## src/rtl/tap_search_pkg.sv

```systemverilog
package tap_search_pkg;

  localparam logic [1:0] REQ_HOLD = 2'b00;
  localparam logic [1:0] REQ_INC  = 2'b01;
  localparam logic [1:0] REQ_DEC  = 2'b10;

  localparam logic [1:0] STS_NONE = 2'b00;
  localparam logic [1:0] STS_UPD  = 2'b01;
  localparam logic [1:0] STS_MIN  = 2'b10;
  localparam logic [1:0] STS_MAX  = 2'b11;

  typedef struct packed {
    logic clrRegion;
    logic posClr;
    logic posInc;
    logic posDec;
    logic winClr;
    logic winRun;
    logic record;
    logic latchMax;
    logic maxVal;
  } ctl_t;

  typedef enum logic [3:0] {
    S_IDLE, S_SEEK_REQ, S_SEEK_REL, S_BASE_REL, S_MEASURE, S_EVAL,
    S_UP_REQ, S_UP_REL, S_CENTER, S_BACK_REQ, S_BACK_REL, S_DONE, S_FAIL
  } state_t;

endpackage

```

## src/rtl/tap_search_dp.sv

```systemverilog
module tap_search_dp
  import tap_search_pkg::*;
#(
  parameter int POS_W = 6,
  parameter int WIN_W = 16,
  parameter int ERR_W = 8
) (
  input  logic             clk,
  input  logic             rstN,
  input  ctl_t             ctl,
  input  logic             errEvent,
  input  logic [WIN_W-1:0] winLen,
  input  logic [ERR_W-1:0] errThresh,
  output logic             winLast,
  output logic             pass,
  output logic             found,
  output logic             atMax,
  output logic             atTarget
);

  localparam logic [POS_W-1:0] POS_TOP = {POS_W{1'b1}};
  localparam logic [ERR_W-1:0] ERR_TOP = {ERR_W{1'b1}};

  logic [POS_W-1:0] pos, lower, upper;
  logic             foundQ, maxQ;
  logic [WIN_W-1:0] winCnt;
  logic [ERR_W-1:0] errCnt;
  logic [POS_W:0]   midSum;

  always_ff @(posedge clk or negedge rstN) begin
    if (!rstN) begin
      pos <= '0;
      maxQ <= 1'b0;
    end else begin
      if (ctl.clrRegion || ctl.posClr) pos <= '0;
      else if (ctl.posInc) pos <= pos + 1'b1;
      else if (ctl.posDec) pos <= pos - 1'b1;
      if (ctl.clrRegion) maxQ <= 1'b0;
      else if (ctl.latchMax) maxQ <= ctl.maxVal;
    end
  end

  always_ff @(posedge clk or negedge rstN) begin
    if (!rstN) begin
      lower <= '0;
      upper <= '0;
      foundQ <= 1'b0;
    end else if (ctl.clrRegion) begin
      lower <= '0;
      upper <= '0;
      foundQ <= 1'b0;
    end else if (ctl.record && pass) begin
      if (!foundQ) lower <= pos;
      upper <= pos;
      foundQ <= 1'b1;
    end
  end

  always_ff @(posedge clk or negedge rstN) begin
    if (!rstN) begin
      winCnt <= '0;
      errCnt <= '0;
    end else if (ctl.winClr) begin
      winCnt <= '0;
      errCnt <= '0;
    end else if (ctl.winRun) begin
      winCnt <= winCnt + 1'b1;
      if (errEvent && errCnt != ERR_TOP) errCnt <= errCnt + 1'b1;
    end
  end

  assign winLast  = ({1'b0, winCnt} + 1'b1) >= {1'b0, winLen};
  assign pass     = errCnt <= errThresh;
  assign found    = foundQ;
  assign atMax    = maxQ || (pos == POS_TOP);
  assign midSum   = {1'b0, lower} + {1'b0, upper};
  assign atTarget = pos == midSum[POS_W:1];

  // a recorded region never has its upper edge below its lower edge
  assert_region_order_R6: assert property (@(posedge clk) disable iff (!rstN)
    foundQ |-> lower <= upper);

  // stepping back toward the midpoint never starts below it
  assert_center_from_above_R7: assert property (@(posedge clk) disable iff (!rstN)
    (foundQ && ctl.posDec) |-> pos > midSum[POS_W:1]);

endmodule

```

## src/rtl/tap_search_ctrl.sv

```systemverilog
module tap_search_ctrl
  import tap_search_pkg::*;
(
  input  logic       clk,
  input  logic       rstN,
  input  logic       anDone,
  input  logic       manualMode,
  input  logic [1:0] swReq,
  input  logic [1:0] partnerStatus,
  input  logic       winLast,
  input  logic       pass,
  input  logic       found,
  input  logic       atMax,
  input  logic       atTarget,
  output ctl_t       ctl,
  output logic [1:0] reqCode,
  output logic       trainDone,
  output logic       trainFail
);

  state_t state, nxt;
  logic [1:0] autoReq;
  logic acked, released;

  assign acked    = partnerStatus != STS_NONE;
  assign released = partnerStatus == STS_NONE;

  always_ff @(posedge clk or negedge rstN) begin
    if (!rstN) state <= S_IDLE;
    else state <= nxt;
  end

  always_comb begin
    ctl = '0;
    autoReq = REQ_HOLD;
    nxt = state;
    case (state)
      S_IDLE: begin
        ctl.clrRegion = 1'b1;
        nxt = S_SEEK_REQ;
      end
      S_SEEK_REQ: begin
        autoReq = REQ_DEC;
        if (acked) begin
          if (partnerStatus == STS_MIN) begin
            ctl.posClr = 1'b1;
            nxt = S_BASE_REL;
          end else nxt = S_SEEK_REL;
        end
      end
      S_SEEK_REL: if (released) nxt = S_SEEK_REQ;
      S_BASE_REL, S_UP_REL: if (released) begin
        ctl.winClr = 1'b1;
        nxt = S_MEASURE;
      end
      S_MEASURE: begin
        ctl.winRun = 1'b1;
        if (winLast) nxt = S_EVAL;
      end
      S_EVAL: begin
        ctl.record = 1'b1;
        if ((found && !pass) || atMax) nxt = (found || pass) ? S_CENTER : S_FAIL;
        else nxt = S_UP_REQ;
      end
      S_UP_REQ: begin
        autoReq = REQ_INC;
        if (acked) begin
          ctl.posInc = 1'b1;
          ctl.latchMax = 1'b1;
          ctl.maxVal = partnerStatus == STS_MAX;
          nxt = S_UP_REL;
        end
      end
      S_CENTER: nxt = atTarget ? S_DONE : S_BACK_REQ;
      S_BACK_REQ: begin
        autoReq = REQ_DEC;
        if (acked) begin
          ctl.posDec = 1'b1;
          nxt = S_BACK_REL;
        end
      end
      S_BACK_REL: if (released) nxt = S_CENTER;
      S_DONE, S_FAIL: nxt = state;
      default: nxt = S_IDLE;
    endcase
    if (!anDone || manualMode) nxt = S_IDLE;
  end

  assign reqCode   = manualMode ? swReq : autoReq;
  assign trainDone = state == S_DONE;
  assign trainFail = state == S_FAIL;

  // the automatic sequencer never emits the unused code
  assert_req_legal_R2: assert property (@(posedge clk) disable iff (!rstN)
    !manualMode |-> reqCode != 2'b11);

  // no request while auto-negotiation is incomplete
  assert_no_train_early_R1: assert property (@(posedge clk) disable iff (!rstN)
    ($past(!anDone) && !manualMode) |-> reqCode == REQ_HOLD);

  // one request never turns into a different one without passing through hold
  assert_req_hold_R3: assert property (@(posedge clk) disable iff (!rstN)
    (!manualMode && !$past(manualMode) && reqCode != REQ_HOLD && $past(reqCode) != REQ_HOLD)
      |-> reqCode == $past(reqCode));

  // completion flags are mutually exclusive
  assert_flags_excl_R9: assert property (@(posedge clk) disable iff (!rstN)
    !(trainDone && trainFail));

endmodule

```

## src/rtl/tap_search_engine.sv

```systemverilog
module tap_search_engine
  import tap_search_pkg::*;
#(
  parameter int POS_W = 6,
  parameter int WIN_W = 16,
  parameter int ERR_W = 8
) (
  input  logic             clk,
  input  logic             rstN,
  input  logic             anDone,
  input  logic             manualMode,
  input  logic [1:0]       swReq,
  input  logic [1:0]       partnerStatus,
  input  logic             errEvent,
  input  logic [WIN_W-1:0] winLen,
  input  logic [ERR_W-1:0] errThresh,
  output logic [1:0]       reqCode,
  output logic             trainDone,
  output logic             trainFail
);

  ctl_t ctl;
  logic winLast, pass, found, atMax, atTarget;

  tap_search_ctrl u_ctrl (
    .clk(clk), .rstN(rstN), .anDone(anDone), .manualMode(manualMode),
    .swReq(swReq), .partnerStatus(partnerStatus), .winLast(winLast),
    .pass(pass), .found(found), .atMax(atMax), .atTarget(atTarget),
    .ctl(ctl), .reqCode(reqCode), .trainDone(trainDone), .trainFail(trainFail)
  );

  tap_search_dp #(.POS_W(POS_W), .WIN_W(WIN_W), .ERR_W(ERR_W)) u_dp (
    .clk(clk), .rstN(rstN), .ctl(ctl), .errEvent(errEvent),
    .winLen(winLen), .errThresh(errThresh), .winLast(winLast),
    .pass(pass), .found(found), .atMax(atMax), .atTarget(atTarget)
  );

endmodule

```

## config.mk

```make
export PLATFORM = sky130hd
export DESIGN_NAME = tap_search_engine
export DESIGN_NICKNAME = d
export VERILOG_FILES = /design/src/rtl/tap_search_pkg.sv /design/src/rtl/tap_search_dp.sv /design/src/rtl/tap_search_ctrl.sv /design/src/rtl/tap_search_engine.sv
export SDC_FILE = /design/constraint.sdc
export NUM_CORES = 1
export LEC_CHECK = 0
export CAP_MARGIN = 20
export CORE_ASPECT_RATIO = 1.4
export CORE_MARGIN = 2
export CORE_UTILIZATION = 40
export CTS_CLUSTER_SIZE = 10
export DETAILED_ROUTE_END_ITERATION = 16
export DONT_BUFFER_PORTS = 1
export GPL_ROUTABILITY_DRIVEN = 0
export PLACE_DENSITY = 0.6
export SYNTH_ARGS = -nofsm -noshare
export SYNTH_HDL_FRONTEND = slang
export SYNTH_SLANG_ARGS = --single-unit
export TNS_END_PERCENT = 50
```

## constraint.sdc

```tcl
create_clock -name clk -period 7.98 [get_ports clk]
set_input_delay 1.197 -clock clk [delete_from_list [all_inputs] [get_ports clk]]
set_output_delay 1.197 -clock clk [all_outputs]
set_load 0.02 [all_outputs]
```

* Word level (Yosys, flattened, before mapping) *
Cells that the tools add are included.
Widths: inputs -> output; s select.

storage, ports and cells
  word-level logic and storage cells = 111
  bits of input ports = 33
  bits in registers = 48

cells by class
  order comparisons = 2
  multiplexer cells = 45
  reductions and logical operators = 24
  equality and inequality tests = 26
  add/sub/neg operators = 6

operator list
  kind                   number
  $mux 6                 8
  $pmux 4 s11            1
  $mux 4                 9
  $mux 16                2
  $mux 8                 3
  $ne 3x1->1 const B     7
  $eq 4x4->1 const B     5
  $add 16x1->17 const B  1
  $ge 17x16->1           1
  $add 16x1->16 const B  1
  $eq 4x3->1 const B     4
  $mux 1                 16
  $reduce_bool 2->1      5
  $add 8x1->8 const B    1
  $eq 4x2->1 const B     2
  $le 8x8->1             1
  $mux 2                 4
  $ne 8x8->1 const B     1
  $reduce_and 8->1       1
  $add 6x6->7            1
  $add 6x1->6 const B    1
  $eq 6x6->1             1
  $eq 6x6->1 const B     1
  $reduce_or 2->1        3
  other kinds (13)       23

* Longest topological paths before layout *
  depth after elaboration = 7
  depth in mapped cells = 13
  mapped depth without buffers = 13

* Cells and area by module *
From an unflattened synthesis, not the netlist that was laid out.

unflattened totals
  cell total of the unflattened synthesis = 437
  area total of the unflattened synthesis = 3,898.7 µm²

modules (own cells, without submodules)
  module           sequential area each (µm²)  times used  area each (µm²)  cells each
  tap_search_dp    1,101.1                     1           3,398.3          374
  tap_search_ctrl  100.1                       1           500.5            63

* Worst setup path before layout *
OpenSTA, ideal clock, no wires.

  path kind = input -> register
  start point = in partnerStatus[0]
  end point = reg u_dp.pos[5]
  stages = 9
  slack = 4.831 ns
  arrival time = 3.031 ns
  buffers on the path = 0
  path through = o21ai_0 ha_1 a21o_1 a21oi_1 o21bai_1 a21oi_1 xnor2_1 nor3b_1 a21o_1

on the way
  word-level cells in the longest chain between the ends = 6

RTL lines
  element                                                              RTL line                 RTL
  start: declaration                                                   tap_search_engine.sv:13  input logic [1:0] partnerStatus,
  $eq 2x2->1                                                           tap_search_ctrl.sv:45    if (partnerStatus == STS_MIN) begin
  $mux 1                                                               tap_search_ctrl.sv:45
  $mux 1                                                               tap_search_ctrl.sv:44    if (acked) begin
  $mux 1                                                               tap_search_ctrl.sv:37    case (state)
  $logic_or 1x1->1                                                     tap_search_dp.sv:35      if (ctl.clrRegion || ctl.posClr) pos <= '0;
  $reduce_bool 3->1 (no source line) / $mux 6 (equally long branches)  -
  end signal: assignment                                               tap_search_dp.sv:36      else if (ctl.posInc) pos <= pos + 1'b1;
  end signal: assignment                                               tap_search_dp.sv:37      else if (ctl.posDec) pos <= pos - 1'b1;
  end: declaration                                                     tap_search_dp.sv:24      logic [POS_W-1:0] pos, lower, upper;

Several ways; a longest one is shown, not always the timed one.
A chain may end at the register's enable or synchronous reset.

* Worst setup path after layout *
  start point = reg u_dp.winCnt[0]
  end point = reg u_ctrl.state[2]

on the way
  word-level cells in the longest chain between the ends = 4

RTL lines
  element                            RTL line               RTL
  start: declaration                 tap_search_dp.sv:26    logic [WIN_W-1:0] winCnt;
  start signal: assignment           tap_search_dp.sv:67    winCnt <= winCnt + 1'b1;
  $add 16x1->17                      tap_search_dp.sv:72    assign winLast = ({1'b0, winCnt} + 1'b1) >= {1'b0, winLen};
  $ge 17x16->1                       tap_search_dp.sv:72
  $ne 3x1->1 (no source line)        -
  $reduce_and 8->1 (no source line)  -
  end signal: assignment             tap_search_ctrl.sv:30  else state <= nxt;
  end: declaration                   tap_search_ctrl.sv:21  state_t state, nxt;

Every way passes these cells.

==> results.json <==
{
  "status": "complete, no violations",
  "cts_tree": "yes",
  "synth_area_um2": 3680,
  "startpoint": "u_dp.winCnt[0]",
  "combPwrFrac_pct": 26.4,
  "worst_path_largest_cell_delay_ns": 0.42,
  "grt_pass1_wl_mm": 14.0,
  "num_vias": 3015,
  "cp_cell_sequence": "ha_1 > nand3_1 > nor3_2 > nand3_1 > xnor2_1 > ha_1 > a211o_1 > o211ai_1 > a21oi_1 > o21ai_0 > nand4_1 > o21ai_1 > mux2_2",
  "die-area_um2": 10000,
  "synthAdderAreaFrac_pct": 13.0,
  "drc_errors": 0,
  "routed_wl_mm": 7.95,
  "skew_ns": 0.00703,
  "worst_setup_path_end_kind": "flop",
  "cpMaxStageDelayCell": "dfrtp_1",
  "synthMuxAreaShare_pct": 5.27,
  "layout_commonest_cell": "dfrtp_1",
  "start_kind": "flop",
  "firstDrtPassIters": 4,
  "synth_nets": 505,
  "synth_edf_count": 0,
  "gr-usage-all-layers_pct": 16.9,
  "htree_levels": 2,
  "min_period_over_period_pct": 41.2,
  "synthSimpleGateAreaFrac_pct": 20.0,
  "fill_cells": 904,
  "hold_class": "reg -> reg",
  "swShare_pct": 32.3,
  "sequentialPowerShare_pct": 41.5,
  "peakVddDrop_v": 0.000123,
  "synth_top_area_share_pct": 32.6,
  "crit_path_max_fanout": 6,
  "dp_slack_ns": 4.57,
  "finalSetupTns_ns": 0,
  "post_cts_resized": 0,
  "clock-sinks": 48,
  "fin_ws_ns": 4.69,
  "grt_max_degree": 49,
  "synth_seq_cells": 48,
  "report.final.setup_viol": 0,
  "relSlewSlack_pct": 42.7,
  "hold_viol_final": 0,
  "root_buffer": "clkbuf_16",
  "async_flop_share_pct": 100,
  "overflow": 0,
  "ys_types": 52,
  "yosysTopAreaCell": "dfrtp_1",
  "rows": 41,
  "cp_top_family": "simple AND/OR/NAND/NOR gates",
  "finalNonFillerCells": 540,
  "cp.arrival_ns": 3.46,
  "start_util_pct": 41.0,
  "die_h_um": 118,
  "fin_crit_ns": 3.29,
  "power_leakage_uw": 0.00182,
  "p_int_uw": 511,
  "maxCapViolations": 0,
  "postRouteAntennaNets": 0,
  "clockBufferDepth": 2,
  "finalInstanceArea_um2": 3970,
  "critPathKind": "reg -> reg",
  "pin_count": 37,
  "r2r-start": "u_dp.winCnt[0]",
  "ys.flop_type": "dfrtp_1",
  "area_delta_synth_final_pct": 7.71,
  "cts_inserted_buffers": 5,
  "min_from": "u_dp.winCnt[12]",
  "grt_antenna_before_repair": 0,
  "antenna_cells": 0,
  "utilization_pct": 44.2,
  "max_freq_mhz": 304,
  "avgViaCountPerCell": 5.58,
  "path_clk_slew_ns": 0.07,
  "powerDensity_nw_per_um2": 191,
  "power.switching_uw": 244,
  "worst_slew_pin_slew_ns": 0.856,
  "syn_avg_cell_area_um2": 8.47,
  "cts_setup_buffers": 0,
  "portBuffers": 0,
  "cts-hold-fix-buffers": 0,
  "dp_cells": 532,
  "synthXorXnorAreaFrac_pct": 6.42,
  "rsz0062_at_grt": "no",
  "netlist_instances": 435,
  "core_area_um2": 8980,
  "crit_buf_inv": 0,
  "hold_path_depth": 1,
  "yosysWarningCount": 0,
  "synth_compound_area_share_pct": 17.4,
  "wl_per_cell_um": 14.7,
  "ys_top_cells_by_area": "dfrtp_1 33%, ha_1 12%, o21ai_0 5.3%",
  "yosysSeqAreaShare_pct": 32.6,
  "clock_power_share_pct": 32.1,
  "report.final.slew_viol_count": 0,
  "clk_latency_ns": 0.29,
  "r2r_cells": 13,
  "worstSetupPathDepth": 13,
  "final_layout_size_suffix_gt1_share_pct": 5.31,
  "synth_top_family_by_area": "simple AND/OR/NAND/NOR gates",
  "most-common-layout-cells": "48 x dfrtp_1, 43 x nand2_1, 42 x nor2_1",
  "grt_pass1_vias": 3044,
  "cp_data_required_time_ns": 8.15,
  "drt_iter0_drc": 103,
  "fp.dieW_um": 85.1,
  "place_area_um2": 3790,
  "dpl.hpwl_mm": 6.03,
  "nets": 502
}
## power by group through the flow
stage / registers [uW] / clock network, uW / logic [uW]
after floorplan: 304 / 0 / 166
after global placement: 316 / 0 / 194
after detailed placement: 318 / 0 / 203
after CTS: 313 / 248 / 204
after global routing: 320 / 257 / 239
final: 313 / 243 / 200
## layout make-up
class	count	area, um^2	area share, %
multi-input combinational	336	2300	57.9
tap	107	134	3.38
sequential	48	1200	30.3
timing repair buffer	2	15.0	0.379
inverter	39	146	3.69
clock buffer	5	125	3.15
clock inverter	3	47.5	1.20
## routing by layer
layer | wire (um) | track usage (%) | vias to the layer above
met5 | 0 | 0 | -
met4 | 80 | 4.17 | 0
met3 | 270 | 2.24 | 10
met2 | 4030 | 29.9 | 50
met1 | 3570 | 21.4 | 1429
li1 | - | - | 1526
## worst reg2reg max path, stage by stage, from the launching register on
cell	delay (ns)
dfrtp_1	0.42
ha_1	0.25
nand3_1	0.19
nor3_2	0.37
nand3_1	0.18
xnor2_1	0.16
ha_1	0.29
a211o_1	0.26
o211ai_1	0.09
a21oi_1	0.08
o21ai_0	0.16
nand4_1	0.13
o21ai_1	0.23
mux2_2	0.38
## logic make-up (layout without fill, tap and decap cells)
group                    count (synthesis)  count (layout)
AO/OA/AOI/OAI                          105             105
XOR/XNOR                                27              27
adder cells (fa/ha/maj)                 37              37
flip-flops                              48              48
AND/OR/NAND/NOR                        148             148
buffers and inverters                   51              49
multiplexers                            19              19
## final timing paths
kind	end	slack, ns
worst min register to register	u_dp.winCnt[12]	0.52
max in group asynchronous	u_dp.winCnt[12]	7.29
worst max-delay path	u_ctrl.state[2]	4.69
worst min-delay path	u_dp.winCnt[12]	0.52
min in group asynchronous	u_dp.errCnt[0]	0.60
worst max register to register	u_ctrl.state[2]	4.69
## Yosys cell counts (4+ instances only)
master / instances
ha_1: 35
nand4_1: 9
or3_1: 4
a21oi_1: 26
o31ai_1: 7
xor2_1: 9
xnor2_1: 18
a21o_1: 6
nand3_1: 11
dfrtp_1: 48
clkbuf_1: 8
nor2_1: 42
nor3_1: 6
o21ai_0: 39
nand2_1: 43
nand3b_1: 6
mux2i_1: 16
buf_2: 4
inv_1: 39
o211ai_1: 4
and3_1: 7
## per-stage QoR
step | power, uW | hold slack (ns)
after CTS | 765 | 0.528
after floorplan | 470 | 0.483
after global placement | 511 | 0.507
after global routing | 816 | 0.554
final | 756 | 0.519
after detailed placement | 521 | 0.517
## state kept, by name, indices dropped and copies added (netlist names)
name and cells:
u_dp.errCnt 8, u_dp.pos 6, u_dp.maxQ 1, u_dp.found 1
u_dp.upper 6, u_ctrl.state 4, u_dp.winCnt 16, u_dp.lower 6
Note: power is estimated with default switching activity, not from simulation.
